**config.mk**
```make
export PLATFORM = sky130hd
export DESIGN_NAME = buzz_player
export DESIGN_NICKNAME = d
export VERILOG_FILES = /design/src/rtl/buzz_pkg.sv /design/src/rtl/buzz_note_buf.sv /design/src/rtl/buzz_pwm.sv /design/src/rtl/buzz_seq.sv /design/src/rtl/buzz_player.sv
export SDC_FILE = /design/constraint.sdc
export NUM_CORES = 1
export LEC_CHECK = 0
export ABC_AREA = 0
export BUFFER_PORTS_ARGS = -buffer_cell sky130_fd_sc_hd__buf_2
export CORE_MARGIN = 4
export CORE_UTILIZATION = 35
export DETAILED_ROUTE_END_ITERATION = 12
export PLACE_DENSITY = 0.6
export SETUP_SLACK_MARGIN = 0.05
export SLEW_MARGIN = 20
export SYNTH_ARGS = -nofsm -noshare
export SYNTH_HDL_FRONTEND = slang
export SYNTH_HIERARCHICAL = 1
export SYNTH_SLANG_ARGS = --single-unit
```
**constraint.sdc**
```tcl
create_clock -name clk -period 3.7 [get_ports clk]
set_input_delay 0.37 -clock clk [delete_from_list [all_inputs] [get_ports clk]]
set_output_delay 0.37 -clock clk [all_outputs]
set_load 0.01 [all_outputs]
```
**src/rtl/buzz_pkg.sv**
```systemverilog
package buzz_pkg;

  typedef enum logic [1:0] {
    ST_IDLE  = 2'd0,
    ST_CHIME = 2'd1,
    ST_LOAD  = 2'd2,
    ST_PLAY  = 2'd3
  } play_st_t;

  localparam int PER_W  = 16;
  localparam int CODE_W = 4;

  // lower-octave periods in 12 MHz clock cycles
  function automatic logic [PER_W-1:0] base_period(input logic [2:0] k);
    case (k)
      3'd1:    base_period = 16'd19389;
      3'd2:    base_period = 16'd17256;
      3'd3:    base_period = 16'd15358;
      3'd4:    base_period = 16'd13669;
      3'd5:    base_period = 16'd12895;
      3'd6:    base_period = 16'd11477;
      3'd7:    base_period = 16'd10215;
      default: base_period = '0;
    endcase
  endfunction

  // 0 and 15 are rests, 1..7 lower octave, 8..14 upper octave (half period)
  function automatic logic [PER_W-1:0] tone_period(input logic [CODE_W-1:0] code);
    if (code == 4'd0 || code == 4'd15)
      tone_period = '0;
    else if (!code[3])
      tone_period = base_period(code[2:0]);
    else
      tone_period = base_period(code[2:0] + 3'd1) >> 1;
  endfunction

  // fixed chime melody, one code per step
  function automatic logic [CODE_W-1:0] chime_code(input logic [3:0] s);
    case (s)
      4'd0, 4'd1, 4'd14:         chime_code = 4'd1;
      4'd2, 4'd3, 4'd6:          chime_code = 4'd5;
      4'd4, 4'd5:                chime_code = 4'd6;
      4'd8, 4'd9:                chime_code = 4'd4;
      4'd10, 4'd11:              chime_code = 4'd3;
      4'd12, 4'd13:              chime_code = 4'd2;
      default:                   chime_code = 4'd0;
    endcase
  endfunction

endpackage

```
**src/rtl/buzz_note_buf.sv**
```systemverilog
module buzz_note_buf #(
  parameter int DEPTH = 64,
  parameter int DW    = 4,
  localparam int AW   = $clog2(DEPTH)
) (
  input  logic          clk,
  input  logic          we,
  input  logic [AW-1:0] waddr,
  input  logic [DW-1:0] wdata,
  input  logic [AW-1:0] raddr,
  output logic [DW-1:0] rdata
);

  logic [DW-1:0] mem [DEPTH];

  always_ff @(posedge clk) begin
    if (we) mem[waddr] <= wdata;
    rdata <= mem[raddr];
  end

endmodule

```
**src/rtl/buzz_pwm.sv**
```systemverilog
module buzz_pwm #(
  parameter int PER_W = 16
) (
  input  logic             clk,
  input  logic             rst,
  input  logic             restart,
  input  logic [PER_W-1:0] period,
  output logic             wave_q
);

  logic [PER_W-1:0] cnt;
  logic [PER_W-1:0] duty;
  logic             en;

  assign duty = period >> 1;
  assign en   = (period != '0);

  always_ff @(posedge clk) begin
    if (rst) begin
      cnt    <= PER_W'(1);
      wave_q <= 1'b0;
    end else if (!en || restart) begin
      cnt    <= PER_W'(1);
      wave_q <= 1'b0;
    end else begin
      if (cnt >= period) cnt <= PER_W'(1);
      else               cnt <= cnt + PER_W'(1);
      wave_q <= (cnt < duty);
    end
  end

endmodule

```
**src/rtl/buzz_seq.sv**
```systemverilog
module buzz_seq
  import buzz_pkg::*;
#(
  parameter int STEP_LOG2 = 22,
  parameter int DEPTH     = 64,
  parameter int CHIME_MAX = 360_000_000,
  localparam int AW       = $clog2(DEPTH),
  localparam int CT_W     = $clog2(CHIME_MAX + 1)
) (
  input  logic              clk,
  input  logic              rst,
  input  logic              chime_i,
  input  logic              alarm_i,
  input  logic              rx_valid_i,
  input  logic [7:0]        rx_data_i,
  output logic              buf_we,
  output logic [AW-1:0]     buf_waddr,
  output logic [CODE_W-1:0] buf_wdata,
  output logic [AW-1:0]     buf_raddr,
  input  logic [CODE_W-1:0] buf_rdata,
  output play_st_t          st_o,
  output logic [PER_W-1:0]  period_o,
  output logic              restart_o,
  output logic              freeze_o
);

  play_st_t             st, st_nxt;
  logic [STEP_LOG2-1:0] step_cnt;
  logic [3:0]           chime_idx;
  logic [CT_W-1:0]      chime_tot;
  logic [AW:0]          wptr;
  logic [AW:0]          len;
  logic [AW-1:0]        rd, rd_nxt;
  logic                 step_end, is_term, last_slot, last_note, chime_done;

  assign step_end   = &step_cnt;
  assign is_term    = (rx_data_i == 8'hFF);
  assign last_slot  = (wptr == (AW+1)'(DEPTH - 1));
  assign last_note  = ({1'b0, rd} == len - (AW+1)'(1));
  assign chime_done = (step_end && chime_idx == 4'd15) ||
                      (chime_tot == CT_W'(CHIME_MAX - 1));

  always_comb begin
    st_nxt = st;
    case (st)
      ST_IDLE:  if (alarm_i) st_nxt = ST_LOAD;
                else if (chime_i) st_nxt = ST_CHIME;
      ST_CHIME: if (alarm_i) st_nxt = ST_LOAD;
                else if (chime_done) st_nxt = ST_IDLE;
      ST_LOAD:  if (rx_valid_i) begin
                  if (is_term) st_nxt = (wptr == '0) ? ST_IDLE : ST_PLAY;
                  else if (last_slot) st_nxt = ST_PLAY;
                end
      ST_PLAY:  if (step_end && last_note) st_nxt = ST_IDLE;
      default:  st_nxt = ST_IDLE;
    endcase
  end

  always_comb begin
    if (st != ST_PLAY) rd_nxt = '0;
    else if (step_end) rd_nxt = rd + AW'(1);
    else               rd_nxt = rd;
  end

  always_ff @(posedge clk) begin
    if (rst) begin
      st        <= ST_IDLE;
      step_cnt  <= '0;
      chime_idx <= '0;
      chime_tot <= '0;
      wptr      <= '0;
      len       <= '0;
      rd        <= '0;
      freeze_o  <= 1'b0;
    end else begin
      st       <= st_nxt;
      rd       <= rd_nxt;
      freeze_o <= (st_nxt == ST_PLAY);

      if (st_nxt != st || !(st == ST_CHIME || st == ST_PLAY)) step_cnt <= '0;
      else step_cnt <= step_cnt + STEP_LOG2'(1);

      if (st_nxt != st)                chime_tot <= '0;
      else if (st == ST_CHIME)         chime_tot <= chime_tot + CT_W'(1);

      if (st_nxt == ST_CHIME && st != ST_CHIME) chime_idx <= '0;
      else if (st == ST_CHIME && step_end)      chime_idx <= chime_idx + 4'd1;

      if (st_nxt == ST_LOAD && st != ST_LOAD)   wptr <= '0;
      else if (buf_we)                          wptr <= wptr + (AW+1)'(1);

      if (st == ST_LOAD && st_nxt == ST_PLAY)
        len <= is_term ? wptr : wptr + (AW+1)'(1);
    end
  end

  assign buf_we    = (st == ST_LOAD) && rx_valid_i && !is_term;
  assign buf_waddr = wptr[AW-1:0];
  assign buf_wdata = rx_data_i[CODE_W-1:0];
  assign buf_raddr = rd_nxt;

  always_comb begin
    case (st)
      ST_PLAY:  period_o = tone_period(buf_rdata);
      ST_CHIME: period_o = tone_period(chime_code(chime_idx));
      default:  period_o = '0;
    endcase
  end

  assign restart_o = (step_cnt == '0);
  assign st_o      = st;

endmodule

```
**src/rtl/buzz_player.sv**
```systemverilog
module buzz_player
  import buzz_pkg::*;
#(
  parameter int STEP_LOG2 = 22,
  parameter int DEPTH     = 64,
  parameter int CHIME_MAX = 360_000_000,
  localparam int AW       = $clog2(DEPTH)
) (
  input  logic       clk,
  input  logic       rst,
  input  logic       chime_i,
  input  logic       alarm_i,
  input  logic       rx_valid_i,
  input  logic [7:0] rx_data_i,
  output logic       buzz_o,
  output logic       freeze_o
);

  logic              buf_we;
  logic [AW-1:0]     buf_waddr, buf_raddr;
  logic [CODE_W-1:0] buf_wdata, buf_rdata;
  play_st_t          st;
  logic [PER_W-1:0]  period;
  logic              restart;

  buzz_seq #(
    .STEP_LOG2 (STEP_LOG2),
    .DEPTH     (DEPTH),
    .CHIME_MAX (CHIME_MAX)
  ) u_seq (
    .clk        (clk),
    .rst        (rst),
    .chime_i    (chime_i),
    .alarm_i    (alarm_i),
    .rx_valid_i (rx_valid_i),
    .rx_data_i  (rx_data_i),
    .buf_we     (buf_we),
    .buf_waddr  (buf_waddr),
    .buf_wdata  (buf_wdata),
    .buf_raddr  (buf_raddr),
    .buf_rdata  (buf_rdata),
    .st_o       (st),
    .period_o   (period),
    .restart_o  (restart),
    .freeze_o   (freeze_o)
  );

  buzz_note_buf #(
    .DEPTH (DEPTH),
    .DW    (CODE_W)
  ) u_buf (
    .clk   (clk),
    .we    (buf_we),
    .waddr (buf_waddr),
    .wdata (buf_wdata),
    .raddr (buf_raddr),
    .rdata (buf_rdata)
  );

  buzz_pwm #(
    .PER_W (PER_W)
  ) u_pwm (
    .clk     (clk),
    .rst     (rst),
    .restart (restart),
    .period  (period),
    .wave_q  (buzz_o)
  );

endmodule

```
After elaboration in Yosys (flattened, before gate mapping)
Memory sizes are Yosys's and may differ from the RTL's. A register that Yosys moved wholly into a read port is not among the register bits.
Cells that the tools add are included.

storage, ports and cells
  memories = 2
  bits in read-only memories = 48
  logic and storage cells = 125
  register bits after elaboration = 95
  input bits = 13
  RAM bits = 256

memories
  name             words  width  read ports  clocked after Yosys merged registers in  wr ports  RTL line             RTL
  u_buf.mem        64     4      1           1                                        1         buzz_note_buf.sv:14  logic [DW-1:0] mem [DEPTH];
  (no name shown)  16     3      1           1                                        0         buzz_pkg.sv:39       case (s)

cells by class
  magnitude comparators = 2
  muxes and demuxes = 27
  eq/ne operators = 45
  add/subtract/negate cells = 9
  reduce and logical (&&, ||, !) cells = 30

operators by type and width
  operator               number
  $pmux 15 s7            4
  $eq 3x3->1 const B     16
  $mux 16                2
  $pmux 16 s2            1
  $mux 15                2
  $add 29x1->29 const B  1
  $eq 29x29->1 const B   1
  $eq 3x2->1 const B     8
  $add 22x1->22 const B  1
  $logic_not 22->1       1
  $reduce_and 22->1      1
  $mux 2                 9
  $add 16x1->16 const B  1
  $ge 16x16->1           1
  $lt 16x15->1           1
  $reduce_bool 16->1     1
  $eq 3x1->1 const B     4
  $eq 4x4->1 const B     3
  $mux 4                 3
  $mux 6                 2
  $reduce_or 2->1        5
  $eq 2x2->1 const B     4
  $eq 8x8->1 const B     1
  $logic_and 1x1->1      8
  other kinds (20)       32

Logic depth before layout (Yosys ltp)
  depth in word-level cells = 12
  gate-level depth with buffers = 17

Modules after synthesis
Netlist, hierarchy kept.

modules (own cells, without submodules)
  module         cells each  times used  seq. area each (µm²)  area an instance (µm²)
  buzz_note_buf  521         1           7767.4                10407.5
  buzz_seq       637         1           1621.6                5081.1
  buzz_pwm       168         1           340.3                 1420.1

Least setup slack after synthesis
No wires, ideal clock.

  kind = register -> register
  from = reg u_buf.rdata[1], read port of u_buf.mem
  to = reg u_pwm.cnt[10]
  period minus slack after synthesis = 3.401 ns
  cell stages (with the launch flop) = 15
  arrival time = 3.286 ns
  library setup time = 0.115 ns
  setup slack = 0.299 ns
  data required time = 3.585 ns
  cells stage by stage = dfxtp_1 clkbuf_1 inv_1 ha_1 a211oi_1 o21ai_0 o21ai_0 inv_1 ha_1 nand2_1 or3_1 o311a_1 nand3_4 buf_6 nor2_1

between the ends
  word-level cells in the longest chain between the ends = 10
  elaborated cells between the ends (all ways) = 28
  those cells by class = 1 x add/sub; 1 x order compare; 15 x eq/ne; 5 x mux; 6 x reduce/logical

RTL lines
  element                                                               RTL line             RTL
  start, declared                                                       buzz_note_buf.sv:11  output logic [DW-1:0] rdata
  $add 3x1->3                                                           buzz_pkg.sv:34       tone_period = base_period(code[2:0] + 3'd1) >> 1;
  $eq 3x3->1, or another cell as far along                              buzz_pkg.sv:15       case (k)
  $pmux 15 s7                                                           buzz_pkg.sv:15
  $mux 15                                                               buzz_pkg.sv:31       else if (!code[3])
  $mux 16 (*)                                                           buzz_pkg.sv:29       if (code == 4'd0 || code == 4'd15)
  $pmux 16 s2 (*)                                                       buzz_seq.sv:103      case (st)
  net period[8]                                                         buzz_player.sv:23    logic [PER_W-1:0] period;
  parallel branches: the longest is 3 deep, another holds $ge 16x16->1  n/a
  $reduce_or 3->1 (no source line) (*)                                  n/a
  end signal, assigned                                                  buzz_pwm.sv:27       else cnt <= cnt + PER_W'(1);
  end, declared                                                         buzz_pwm.sv:11       logic [PER_W-1:0] cnt;

Mark *: on every way through the listed nets, which the timed path passes.
A chain may end at the register's enable or synchronous reset.

Final worst setup path
  from = reg u_buf.rdata[0], read port of u_buf.mem
  to = reg u_pwm.cnt[11]

The elaborated chain is that of the path after synthesis.

==> qor_table.md <==
| Result | Value | Unit |
| --- | --- | --- |
| Maximum capacitance violations | 0 | - |
| Total number of placement rows | 80 | - |
| Worst Hold Depth | 4 | - |
| Hpwl dp | 24,000 | µm |
| DR vias/cell | 5.29 | - |
| Setup repair after global routing missed its margin | no | - |
| Net count of the mapped netlist | 1,389 | - |
| Clk Tree Root Cell | sky130_fd_sc_hd__clkbuf_16 | - |
| Seq/Total Area, Yosys | 0.575 | - |
| Share of flip-flops with an asynchronous set or reset after synthesis | 0 | - |
| Area occupied by multi-input gates | 6600 | µm² |
| Setup Crit Path Kind | register to register | - |
| Crit-path max FO | 15 | - |
| Area of the core region | 47,700 | µm² |
| Combined buffer and inverter count along the critical path | 2 | - |
| Total number of H-tree levels | 2 | - |
| Chip Height | 228 | µm |
| Mean Syn Cell Area | 12.8 | µm² |
| Global route total overflow | 0 | - |
| Largest incremental delay on the critical path | 0.43 | ns |
| Global-route wire length before repair | 59,000 | µm |
| CTS clk-pin slew, worst paths | 0.07 | ns |
| Crit path DAT | 3.80 | ns |
| Worst hold slack | 0.224 | ns |
| Number of inserted diodes | 0 | - |
| Endpoints failing setup | 0 | - |
| Number of nets still failing antenna checks after routing | 0 | - |
| Max clock buf depth | 3 | - |
| Area added between synthesis and finish | 11.6 | % |
| Actual slew at the worst max-slew pin | 0.824 | ns |
| Maximum achievable frequency | 295 | MHz |
| Length in cells of the worst reg-to-reg path | 12 | - |
| Final net count | 1,405 | - |
| Family of cells with the greatest summed delay on the critical path | compound AO/OA/AOI/OAI gates | - |
| Die Outline Area | 51,900 | µm² |
| Clock buffer count from CTS | 39 | - |
| Kind of launch point of the worst setup path | register | - |
| Main flop type after synthesis | sky130_fd_sc_hd__edfxtp_1 | - |
| Fin crit share | 0.915 | - |
| Post-Place Setup Slack | 0.322 | ns |
| Combined global-route utilization of all metal layers | 0.139 | - |
| Setup slack of the critical path after layout | 0.314 | ns |
| Number of warnings reported in the yosys synthesis log | 6 | - |
| Final Wtd Congestion | 0.835 | - |
| Path type of the worst min-delay path | input port to register | - |
| Number of global-route vias before repair | 10,700 | - |
| Number of sinks driven by the clock tree | 358 | - |
| Max-slew headroom at the worst pin | 0.446 | - |
| Post-CTS Hold Buffers | 0 | - |
| DRC violation count after routing | 0 | - |
| Highest-count cells in the layout ignoring fill and taps | sky130_fd_sc_hd__edfxtp_1 (256), sky130_fd_sc_hd__nor2_1 (171), sky130_fd_sc_hd__dfxtp_1 (102) | - |
| CP endpoint kind | register | - |
| Worst vdd ir | 0.278 | mV |
| Fin. Hold Viols | 0 | - |
| Status | completed | - |
| Number of detailed-routing iterations run before antenna repair | 5 | - |
| Width of the chip | 228 | µm |
| Time the final worst path needs with I/O delays and setup | 3.39 | ns |
| I/O pins | 15 | - |
| Later-pin clock latency in the skew report | 0.54 | ns |
| Maximum number of pins on one net before global-route repair | 65 | - |
| CP Data Required Time | 4.12 | ns |
| CTS tree | built | - |
| Cell area power density | 445 | nW/µm² |
| Instance count on the critical path | 12 | - |
| Count of cell types in the netlist | 80 | - |
| Netlist area before placement | 16,900 | µm² |
| Cells along the critical path | inv_1 -> ha_1 -> a211o_1 -> a221o_1 -> o21ai_0 -> inv_1 -> ha_1 -> nand4_1 -> or3_1 -> o311a_1 -> nand3_4 -> nor2_1 | - |
| Post-Route WL | 36,500 | µm |
| CP max-delay cell | sky130_fd_sc_hd__dfxtp_1 | - |
| Cells after Synth | 1,326 | - |
| Initial antenna violation count | 0 | - |
| Number of flops mapped to enable cells by yosys | 256 | - |
| Reported leakage power | 0.00606 | µW |
| Worst-case clock skew | 0.0150 | ns |
| Share of final-layout standard cells stronger than drive strength 1 | 0.122 | - |
| Pins Over Slew Limit | 0 | - |
| Number of I/O port buffers | 14 | - |
| Drt initial violations | 907 | - |
| Total power | 8390 | µW |
| Combined flip-flop and latch cell area | 9730 | µm² |
| Routed vias | 10,500 | - |
| Setup TNS | 0 | ns |
| Starting Density | 0.354 | - |
| Seq cells post-synth | 358 | - |
| Average wire per cell in the routed design | 18.4 | µm |
| Leading cell type in the layout, fill and taps excluded | sky130_fd_sc_hd__edfxtp_1 | - |
| Number of fill cells in the layout | 4,456 | - |
==> synth_stat cells (all sizes together) (33+ instances only) <==
cell | instances | area [µm²]
a21oi | 40 | 200
buf | 40 | 323
dfxtp | 102 | 2040
edfxtp | 256 | 7690
ha | 50 | 626
inv | 46 | 173
mux4 | 65 | 1540
nand2 | 60 | 225
nand3 | 45 | 243
nand4 | 33 | 240
nor2 | 174 | 653
nor3 | 68 | 350
xnor2 | 36 | 315
xor2 | 53 | 464
==> cell families (layout without fill, tap and decap cells) <==
kind of cell / Yosys count / after routing / share of synthesized area
multiplexers: 77 / 77 / 0.0979
adder cells (fa/ha/maj): 50 / 50 / 0.0370
XOR/XNOR: 89 / 89 / 0.0461
buffers and inverters: 115 / 161 / 0.0366
AND/OR/NAND/NOR: 482 / 482 / 0.143
other: 1 / 1 / 0.000222
AO/OA/AOI/OAI: 154 / 154 / 0.0634
flip-flops: 358 / 358 / 0.575
==> metrics by stage <==
| step | cell area, µm² | instances | util |
|---|---|---|---|
| finish | 18900 | 1987 | 0.395 |
| global route | 18900 | 1987 | 0.395 |
| CTS | 18900 | 1987 | 0.395 |
| detailed placement | 17600 | 1916 | 0.369 |
| global placement | 17600 | 1916 | 0.369 |
| floorplan | 16900 | 1326 | - |
==> worst register-to-register path, delay by kind of cell, from the launching register on <==
kind | cells | cell delay (ns)
AOI/OAI and AO/OA | 4 | 1.16
adders and majority gates | 2 | 0.59
buffers and inverters | 2 | 0.28
DFF | 1 | 0.43
and+or+nand+nor | 4 | 0.81
==> area by class of cell <==
cell class / count / area share
timing repair buffer: 43 / 0.0179
tap: 615 / 0.0408
inverter: 47 / 0.00935
sequential: 358 / 0.516
clock inverter: 19 / 0.0122
clock buffer: 52 / 0.0543
multi-input combinational: 853 / 0.350
==> flip-flops by register name, indices dropped and copies added, names as in the netlist, 6 cells and up, named ones only <==
register         count
u_seq/wptr           7
u_buf/mem          256
u_seq/rd             6
u_pwm/cnt           16
u_seq/chime_tot     29
u_seq/len            7
u_seq/step_cnt      22
==> final timing paths <==
path / start / to / slack (ns)
setup / recovery: u_buf/rdata[0] / u_pwm/cnt[11] / 0.31
hold / removal: alarm_i / u_seq/st_o[0] / 0.22
setup reg to reg: u_buf/rdata[0] / u_pwm/cnt[11] / 0.31
hold reg to reg: u_seq/step_cnt[0] / u_seq/step_cnt[0] / 0.47
==> metal layers <==
| layer | wire length (µm) | vias up | global-route usage |
|---|---|---|---|
| li1 | - | 5034 | - |
| met1 | 16500 | 5172 | 0.190 |
| met2 | 17400 | 258 | 0.230 |
| met3 | 1960 | 53 | 0.0263 |
| met4 | 663 | 0 | 0.0320 |
| met5 | 0 | - | 0 |
==> report_power, final <==
group	total [µW]	internal, µW	leakage [µW]	switching (µW)
Clock	3830	2250	0.000603	1580
Sequential	4310	4300	0.00312	12.1
Combinational	251	76.8	0.00233	174
Total	8390	6630	0.00606	1760
==> timing repair <==
| action | in CTS | in global routing |
|---|---|---|
| setup endpoints to repair | 0 | 15 |
| setup buffers | 0 | 0 |
| gates resized for setup | 0 | 1 |
Note: power is estimated with default switching activity, not from simulation.
